### src/rtl/hq_pkg.sv
package hq_pkg;
  localparam int unsigned WORD_W = 16;
  localparam int unsigned FLAG_W = 5;
  localparam int unsigned CH_W   = 6;  // group bit + 5-bit channel field

  typedef enum logic [1:0] {
    ST_IDLE = 2'd0,
    ST_READ = 2'd1,
    ST_WRITE = 2'd2
  } wr_state_e;
endpackage

### src/rtl/hq_arb.sv
module hq_arb #(
  parameter int unsigned N  = 128,
  localparam int unsigned IW = $clog2(N)
) (
  input  logic [N-1:0]  req_i,
  output logic [N-1:0]  gnt_o,
  output logic [IW-1:0] idx_o,
  output logic          any_o
);
  always_comb begin
    idx_o = '0;
    any_o = |req_i;
    for (int i = N - 1; i >= 0; i--) begin
      if (req_i[i]) idx_o = IW'(i);
    end
  end

  for (genvar g = 0; g < N; g++) begin : g_gnt
    assign gnt_o[g] = any_o && (idx_o == IW'(g));
  end


  gnt_onehot_chk: assert final ($onehot0(gnt_o));
endmodule

### src/rtl/hq_pack.sv
module hq_pack
  import hq_pkg::*;
(
  input  logic [CH_W-1:0]   ch_i,
  input  logic              tx_i,
  input  logic [FLAG_W-1:0] flags_i,
  input  logic              int_en_i,
  output logic [WORD_W-1:0] word_o
);
  logic [FLAG_W-1:0] fl;

  always_comb begin
    fl = flags_i;
    if (!int_en_i) begin
      fl[3] = 1'b0;
      if (tx_i) fl[4] = 1'b0;
    end
    word_o = {1'b1, ch_i[CH_W-1], tx_i, ch_i[CH_W-2:0], 3'b000, fl};
  end
endmodule

### src/rtl/hq_ptr.sv
module hq_ptr #(
  parameter int unsigned QW = 8
) (
  input  logic          clk_i,
  input  logic          rst_ni,
  input  logic          adv_i,
  input  logic [QW-1:0] size_i,
  output logic [QW-1:0] ptr_o
);
  logic last;
  assign last = (size_i == '0) || (ptr_o >= size_i - QW'(1));

  always_ff @(posedge clk_i or negedge rst_ni) begin
    if (!rst_ni)    ptr_o <= '0;
    else if (adv_i) ptr_o <= last ? '0 : ptr_o + QW'(1);
  end


  ptr_wrap_chk: assert property (@(posedge clk_i) disable iff (!rst_ni)
    (adv_i && last) |=> (ptr_o == '0));

  ptr_hold_chk: assert property (@(posedge clk_i) disable iff (!rst_ni)
    !adv_i |=> $stable(ptr_o));
endmodule

### src/rtl/hdlc_irq_queue_writer.sv
module hdlc_irq_queue_writer
  import hq_pkg::*;
#(
  parameter int unsigned N_CH = 64,
  parameter int unsigned AW   = 16,
  parameter int unsigned QW   = 8,
  localparam int unsigned NSRC = 2 * N_CH,
  localparam int unsigned IW   = $clog2(NSRC)
) (
  input  logic                   clk_i,
  input  logic                   rst_ni,
  input  logic [NSRC-1:0]        evt_req_i,
  input  logic [NSRC*FLAG_W-1:0] evt_flags_i,
  input  logic [NSRC-1:0]        evt_int_en_i,
  output logic [NSRC-1:0]        evt_ack_o,
  input  logic [AW-1:0]          q_base_i,
  input  logic [QW-1:0]          q_size_i,
  output logic                   mem_req_o,
  output logic                   mem_we_o,
  output logic [AW-1:0]          mem_addr_o,
  output logic [WORD_W-1:0]      mem_wdata_o,
  input  logic                   mem_ack_i,
  input  logic [WORD_W-1:0]      mem_rdata_i,
  input  logic                   icov_clr_i,
  output logic                   icov_o
);
  wr_state_e         state;
  logic [NSRC-1:0]   gnt;
  logic [IW-1:0]     win_idx, cap_idx;
  logic              any_req;
  logic [FLAG_W-1:0] cap_flags;
  logic              cap_en;
  logic [CH_W-1:0]   cap_ch;
  logic [QW-1:0]     wr_ptr;
  logic              adv, ovf;
  logic [WORD_W-1:0] word;

  hq_arb #(.N(NSRC)) u_arb (
    .req_i (evt_req_i),
    .gnt_o (gnt),
    .idx_o (win_idx),
    .any_o (any_req)
  );

  assign cap_ch = CH_W'(cap_idx[IW-1:1]);

  hq_pack u_pack (
    .ch_i     (cap_ch),
    .tx_i     (~cap_idx[0]),
    .flags_i  (cap_flags),
    .int_en_i (cap_en),
    .word_o   (word)
  );

  hq_ptr #(.QW(QW)) u_ptr (
    .clk_i  (clk_i),
    .rst_ni (rst_ni),
    .adv_i  (adv),
    .size_i (q_size_i),
    .ptr_o  (wr_ptr)
  );

  assign evt_ack_o   = (state == ST_IDLE) ? gnt : '0;
  assign mem_req_o   = (state != ST_IDLE);
  assign mem_we_o    = (state == ST_WRITE);
  assign mem_addr_o  = q_base_i + AW'(wr_ptr);
  assign mem_wdata_o = word;
  assign adv         = (state == ST_WRITE) && mem_ack_i;
  assign ovf         = (state == ST_READ) && mem_ack_i && mem_rdata_i[WORD_W-1];

  always_ff @(posedge clk_i or negedge rst_ni) begin
    if (!rst_ni) begin
      state     <= ST_IDLE;
      cap_idx   <= '0;
      cap_flags <= '0;
      cap_en    <= 1'b0;
    end else begin
      unique case (state)
        ST_IDLE: if (any_req) begin
          cap_idx   <= win_idx;
          cap_flags <= evt_flags_i[win_idx*FLAG_W +: FLAG_W];
          cap_en    <= evt_int_en_i[win_idx];
          state     <= ST_READ;
        end
        ST_READ: if (mem_ack_i) state <= mem_rdata_i[WORD_W-1] ? ST_IDLE : ST_WRITE;
        ST_WRITE: if (mem_ack_i) state <= ST_IDLE;
        default: state <= ST_IDLE;
      endcase
    end
  end

  // new overflow wins over a simultaneous clear
  always_ff @(posedge clk_i or negedge rst_ni) begin
    if (!rst_ni)         icov_o <= 1'b0;
    else if (ovf)        icov_o <= 1'b1;
    else if (icov_clr_i) icov_o <= 1'b0;
  end


  ovf_sets_icov_chk: assert property (@(posedge clk_i) disable iff (!rst_ni)
    ovf |=> (icov_o && state == ST_IDLE && $stable(wr_ptr)));

  icov_sticky_chk: assert property (@(posedge clk_i) disable iff (!rst_ni)
    (icov_o && !icov_clr_i) |=> icov_o);

  write_after_free_read_chk: assert property (@(posedge clk_i) disable iff (!rst_ni)
    $rose(mem_we_o) |-> ($past(state) == ST_READ && !$past(mem_rdata_i[WORD_W-1])));

  ack_only_idle_chk: assert property (@(posedge clk_i) disable iff (!rst_ni)
    (mem_req_o |-> evt_ack_o == '0));

  addr_stable_chk: assert property (@(posedge clk_i) disable iff (!rst_ni)
    (mem_req_o && !mem_ack_i) |=> $stable(mem_addr_o));
endmodule

### config.mk
export PLATFORM = sky130hd
export DESIGN_NAME = hdlc_irq_queue_writer
export DESIGN_NICKNAME = d
export VERILOG_FILES = /design/src/rtl/hq_pkg.sv /design/src/rtl/hq_arb.sv /design/src/rtl/hq_pack.sv /design/src/rtl/hq_ptr.sv /design/src/rtl/hdlc_irq_queue_writer.sv
export SDC_FILE = /design/constraint.sdc
export NUM_CORES = 1
export LEC_CHECK = 0
export ABC_AREA = 1
export BUFFER_PORTS_ARGS = -buffer_cell sky130_fd_sc_hd__buf_2
export CAP_MARGIN = 20
export CORE_AREA = 2 2 434 436
export CTS_CLUSTER_SIZE = 24
export DETAILED_ROUTE_END_ITERATION = 7
export DIE_AREA = 0 0 436 438
export SYNTH_ARGS = -nofsm -noshare
export SYNTH_HDL_FRONTEND = slang
export SYNTH_SLANG_ARGS = --single-unit
### constraint.sdc
create_clock -name clk_i -period 12.6 [get_ports clk_i]
set_input_delay 1.26 -clock clk_i [delete_from_list [all_inputs] [get_ports clk_i]]
set_output_delay 1.26 -clock clk_i [all_outputs]
set_load 0.01 [all_outputs]
==> results_dict.tcl, run 1 <==
set metrics [dict create \
    status "finished, final reports clean" \
    maxSlewHeadroom_pct 28.03 \
    ant_nets 0 \
    synth_area_sq_um 13360 \
    worstReg2RegStart "state[1]" \
    cts_made_buffers 3 \
    io_buffers 1083 \
    start_util_pct 7.158 \
    n_fill_cell 22660 \
    ir_drop_mv 0.04135 \
    multi_input_area_sq_um 11180 \
    cp.arrival_ps 9740 \
    hold_path_end "cap_idx[1]" \
    r2r_cells 11 \
    clock_latency_ps 300 \
    ys_seq_area_share_pct 4.496 \
    layout_common_cells "1,990 x nand2_1, 1,083 x buf_2, 360 x nor2_1" \
    cts_sinks 24 \
    skew_ps 5.221 \
    drt_wl_total_um 127700 \
    fin_tns_setup_ps 0 \
    gp_congestion 0.9554 \
    slew_viol_final 0 \
    cp_slowest_cell "buf_4" \
    cts_root_buffer "clkbuf_16" \
    post_drt_via_cell_ratio 3.430 \
    cp_common_cell "nand2_1" \
    drt_first_pass_iters 6 \
    die_x_um 436 \
    ys_seq_elements 24 \
    cts_tree "yes" \
    grt_max_degree 164 \
    dieArea_sq_um 191000 \
    fin_crit_ps 11000 \
    holdBufCountCts 0 \
    rrSetupSlack_ps 9920 \
    synth_edf_count 0 \
    p_per_area_nw_per_um2 51.15 \
    syn_avg_cell_area_sq_um 4.241 \
    regArea_sq_um 600.6 \
    antenna_found_initial 66 \
    crit_required_ps 11340 \
    grt_overflow_total 0 \
    first_iter_violations 1900 \
    core_sq_um 186600 \
    grt_pass1_vias 20250 \
    area_growth_pct 62.20 \
    crit_type "in2out" \
    clockBufferDepth 2 \
    max_freq_mhz 90.88 \
    setup_viol 0 \
    ys_types 41 \
    wl_per_cell_um 19.24 \
    grt_pass1_wl_um 165000 \
    hold_class "reg2reg" \
    grt_usage_pct 12.55 \
    dp_hpwl_um 110400 \
    cap_violations 0 \
    vias 22760 \
    slowest_delay_ps 510 \
    final_common_cell "nand2_1" \
    nets 5047 \
    synth_cells 3150 \
    timing.hold.ws_ps 489.9 \
    min-delay-start "cap_idx[1]" \
    fp-row-count 159 \
    path_max_fanout 50 \
    worst_pin_slew_ps 1080 \
    hold_viol 0 \
    cts.clk_slew.worst_paths_ps 80 \
    holdPathStages 2 \
    fin_crit_sh_pct 87.33 \
    h-tree-depth 1 \
    end_kind "primary output" \
    synthFlopType "dfrtp_1" \
    drive_gt1_share_pct 28.06 \
    ios 1103 \
    cp-start-kind "input port" \
    dieHeight_um 438 \
    synth_warnings 0 \
    grt_setup_unrepaired "false" \
    reg2reg_to "cap_flags[4]" \
    postSynth.asyncResetShare_pct 100.0 \
    drc 0 \
    p_leak_uw 0.01298 \
]
per-stage QoR:
step / cells / setup WS, ps / area, sq um / utilization (%) / power (uW)
6_report: 6635 / 1596 / 21670 / 11.61 / 1108
5_1_grt: 6619 / 67.32 / 21630 / 11.59 / 1221
4_1_cts: 6582 / 1202 / 21530 / 11.54 / 1136
3_5_place_dp: 6578 / 1227 / 21420 / 11.48 / 1022
3_3_place_gp: 6576 / 1043 / 21390 / 11.46 / 1017
2_1_floorplan: 3152 / 3788 / 13370 / - / 557.5
where the power goes:
part,switching [uW],internal [uW]
clock,43.7,63.8
combinational,578,299
sequential,21.9,102
cell type report:
| type | instances | share of cell area [%] |
|---|---|---|
| clock buffers | 3 | 0.3465 |
| diodes | 53 | 0.6121 |
| clock inverters | 1 | 0.1386 |
| inverters | 189 | 3.378 |
| multi-input cells | 2747 | 51.62 |
| well taps | 2495 | 14.41 |
| flip-flops and latches | 24 | 2.772 |
| repair buffers | 1123 | 26.73 |
cells in the mapped netlist (2+ instances only):
master	n	area share (%)
a21boi_0	2	0.11
a21oi_1	20	0.75
a31oi_1	2	0.094
buf_1	19	0.53
buf_2	47	1.8
buf_4	41	2.3
clkbuf_1	84	2.4
conb_1	2	0.056
dfrtp_1	24	4.5
ha_1	18	1.7
inv_1	182	5.1
inv_2	6	0.17
nand2_1	1991	56
nand3_1	257	9.6
nand4_1	6	0.28
nor2_1	362	10
nor3_1	10	0.37
nor4_1	6	0.28
o21a_1	3	0.17
o21ai_0	19	0.71
o21ai_1	6	0.22
o21bai_1	2	0.11
o31ai_1	2	0.11
xnor2_1	7	0.46
xor2_1	16	1.0
worst max path at each step:
| stage | slack [ps] | to | start |
|---|---|---|---|
| 6_report | 1600 | evt_ack_o[110] | evt_req_i[127] |
| 5_1_grt | 70 | evt_ack_o[30] | evt_req_i[126] |
| 4_1_cts | 1200 | evt_ack_o[31] | evt_req_i[126] |
| 3_5_place_dp | 1230 | evt_ack_o[31] | evt_req_i[126] |
| 3_3_place_gp | 1040 | evt_ack_o[31] | evt_req_i[126] |
| 2_1_floorplan | 3790 | evt_ack_o[103] | evt_req_i[126] |
metal layers:
metal	global-route usage (%)	share of wire (%)	up-vias
li1	-	-	11400
met1	14.19	37	9995
met2	22.84	51	1174
met3	2.327	7.7	165
met4	5.475	4.5	20
met5	0	0.11	-
critical path: cells and delay by family:
kind	cells	cell delay (ps)
buf+inv	4	1150
simple gates	130	7240
state kept, by name, indices dropped and copies added, names as in the netlist:
| signal | count |
|---|---|
| cap_idx | 7 |
| icov_o | 1 |
| cap_flags | 5 |
| state | 2 |
| u_ptr.ptr_o | 8 |
| cap_en | 1 |
cell families (layout without fill, tap and decap cells):
group,after synthesis,after routing,share of synthesized area [%]
simple gates,2639,2639,77.10
buf+inv,381,1316,12.35
compound gates,62,62,2.651
flops,24,24,4.496
xor+xnor,23,23,1.508
fa+ha+maj,19,19,1.836
other cells,2,57,0.05622
timing repair:
item	4_1_cts	5_1_grt
setup endpoints to repair	0	37
gates resized for setup	0	3
setup buffers	0	0
(Power assumes the default switching activity.)
==> inputs of run 2 (changes only) <==
CORE_AREA = 2 2 433 435   (was 2 2 434 436)
DIE_AREA = 0 0 435 437   (was 0 0 436 438)
PLACE_DENSITY = 0.3   (was not set)
SYNTH_HIERARCHICAL = 1   (was not set)
==> run 2 against run 1 <==
Sequential power about the same. Sequential share of layout area barely moved. Synthesized area rose by 5.8%. First-iteration DRC count shrank 17%. Critical path depth is 9 higher. Maximum frequency up 2.6%. Power down 3.8%. Setup slack improved by 280 ps. Largest power group unchanged.
==> results_dict.tcl, run 2 <==
set metrics [dict create \
    worst_slack_ps 1873 \
    final_common_cell "nand2_1" \
    worst_pin_slew_ps 1041 \
    synth_top_cell_area_share_pct 34.25 \
    grt_overflow_total 0 \
    globalRouteMet3Util_pct 2.243 \
    busiest_layer "met2" \
    stdcell_area_sq_um 21830 \
    cp-start-kind "input port" \
    rrSetupSlack_ps 10940 \
    p_int_uw 440.2 \
    first_iter_violations 1577 \
    drive_gt1_share_pct 31.38 \
    path_max_fanout 61 \
    power_frac_clock_pct 7.8 \
    drt_first_pass_iters 5 \
    skew_ps 12.07 \
    reg2reg_to "cap_flags[4]" \
    vias 22200 \
    hold_class "reg2reg" \
    clock_latency_ps 280 \
    fin_tns_setup_ps 0 \
    cts_sinks 24 \
    synth_most_common_cell "nand2_1" \
    synth_warnings 6 \
    comb_power_share_pct 80.7 \
    largest_reg_flops 8 \
    dieHeight_um 437 \
    crit_buf_inv 6 \
    synth_cells 3014 \
    crit_required_ps 12810 \
    worstReg2RegStart "state[1]" \
    drt_wl_total_um 128000 \
    ys_seq_area_share_pct 4.251 \
    synth_commonest_cells "1,289 x nand2_1, 659 x nand3_1, 318 x nor2_1, 307 x inv_1, 92 x buf_2" \
    final_cell_count_no_fill 6434 \
    nets 4886 \
    ys_seq_elements 24 \
    cts.clk_slew.worst_paths_ps 70 \
    use_met1_pct 14.56 \
    hold_viol 0 \
    post_drt_via_cell_ratio 3.450 \
    yosys-top-cells-area "nand2_1 34%, nand3_1 23%, nor2_1 8.4%" \
    worst-path-stages 143 \
    r2r_cells 6 \
    io_buffers 1083 \
    grt_pass1_wl_um 171600 \
    grt_max_degree 125 \
    start_util_pct 7.635 \
    cts.repair.resized 0 \
    antenna_found_initial 34 \
    syn_avg_cell_area_sq_um 4.687 \
    maxSlewHeadroom_pct 30.41 \
    top_register "u_ptr/ptr_o" \
    holdBufCountCts 0 \
    cap_violations 0 \
    postSynth.asyncResetShare_pct 100.0 \
    critPathTopFamily "simple AND/OR/NAND/NOR gates" \
    cp.arrival_ps 10940 \
    cp_slowest_cell "buf_4" \
    p_per_area_nw_per_um2 48.87 \
    fin_crit_sh_pct 85.13 \
    ant_nets 0 \
    grt_setup_unrepaired "false" \
    h-tree-depth 1 \
    fp-row-count 158 \
    slew_viol_final 0 \
    grt_usage_pct 12.70 \
    dp_cells 6402 \
    synth_edf_count 0 \
    gp_congestion 0.9236 \
    crit_type "in2reg" \
    cts_made_buffers 3 \
    p_leak_uw 0.01126 \
    globalRouteMet2Util_pct 24.26 \
    wl_per_cell_um 19.89 \
    cts_tree "yes" \
    end_kind "register" \
    ios 1103 \
    die_x_um 435 \
    reg_top3 "u_ptr/ptr_o (8), cap_idx (7), cap_flags (5)" \
    synth_area_sq_um 14130 \
    placed_area_sq_um 21670 \
    seqPwrFrac_pct 11.4 \
    setup_viol 0 \
    ir_drop_mv 0.05255 \
    clockBufferDepth 2 \
    fin_crit_ps 10730 \
    place_ws_ps 1227 \
    crit_path_end "cap_flags[3]" \
    ys_types 43 \
    dieArea_sq_um 190100 \
    timing.hold.ws_ps 480.7 \
    switching_power_uw 626.3 \
    max_freq_mhz 93.22 \
    slowest_delay_ps 600 \
    drc 0 \
    yosysTopAreaCell "nand2_1" \
    sw_frac_of_total_pct 58.72 \
    area_growth_pct 54.49 \
    status "finished, final reports clean" \
    grt_pass1_vias 21800 \
    cts_setup_buffers 0 \
    core_sq_um 185000 \
    layout_common_cells "1,289 x nand2_1, 1,083 x buf_2, 659 x nand3_1" \
    cts_root_buffer "clkbuf_16" \
    dp_hpwl_um 108200 \
    synthFlopType "dfrtp_1" \
    cp_common_cell "nand2_1" \
    crit_path_start "evt_req_i[126]" \
]
-- run 2: power groups by stage --
stage                     Clock, uW  Sequential [uW]  Combinational (uW)
after detailed placement          0              125                 893
after global placement            0              124                 893
final                          83.7              122                 861
after floorplan                   0              117                 492
after global routing           89.8              127                 970
after CTS                      88.5              123                 896
-- run 2: worst register-to-register path: stages (launching register included) --
cell and delay (ps):
dfrtp_1 400, nor2_1 250, nand2_1 80, buf_4 220, nor2_1 420, nand2_1 150, nand3_2 70
-- run 2: layout make-up --
cell class / count / area (sq um)
Fill cell: 22570 / 163200
Multi-Input combinational cell: 2463 / 11010
Timing Repair Buffer: 1115 / 5710
Tap cell: 2480 / 3103
Inverter: 320 / 1246
Sequential cell: 24 / 600.6
Clock buffer: 4 / 88.84
Antenna cell: 28 / 70.07
-- run 2: cell families (layout without fill, tap and decap cells) --
logic type | after synthesis | after routing | synth area share [%]
and+or+nand+nor | 2370 | 2370 | 72.51
buffers and inverters | 529 | 1439 | 17.94
AOI/OAI and AO/OA | 47 | 47 | 2.081
DFF | 24 | 24 | 4.251
xor gates and xnor gates | 23 | 23 | 1.426
adders and majority gates | 19 | 19 | 1.736
other | 2 | 32 | 0.05316
-- run 2: worst min-delay path by stage --
stage / start / slack (ps) / cells past startpoint / endpoint
final: cap_idx[4] / 480 / 2 / cap_idx[4]
after global routing: cap_idx[2] / 510 / 2 / cap_idx[2]
after CTS: cap_idx[4] / 490 / 2 / cap_idx[4]
after detailed placement: cap_idx[2] / 470 / 2 / cap_idx[2]
after global placement: cap_idx[2] / 470 / 2 / cap_idx[2]
after floorplan: cap_idx[0] / 450 / 2 / cap_idx[0]
-- run 2: per-layer routing --
metal  part of all wire, %  vias up
met2                    53      728
met5                 0.081        -
met1                    39    10170
li1                      -    11210
met4                   1.7       16
met3                   6.2       76
-- run 2: per-stage QoR --
step	total power (uW)	utilization, %
5_1_grt	1187	11.78
3_5_place_dp	1018	11.71
2_1_floorplan	608.3	-
4_1_cts	1108	11.76
6_report	1067	11.80
3_3_place_gp	1017	11.71
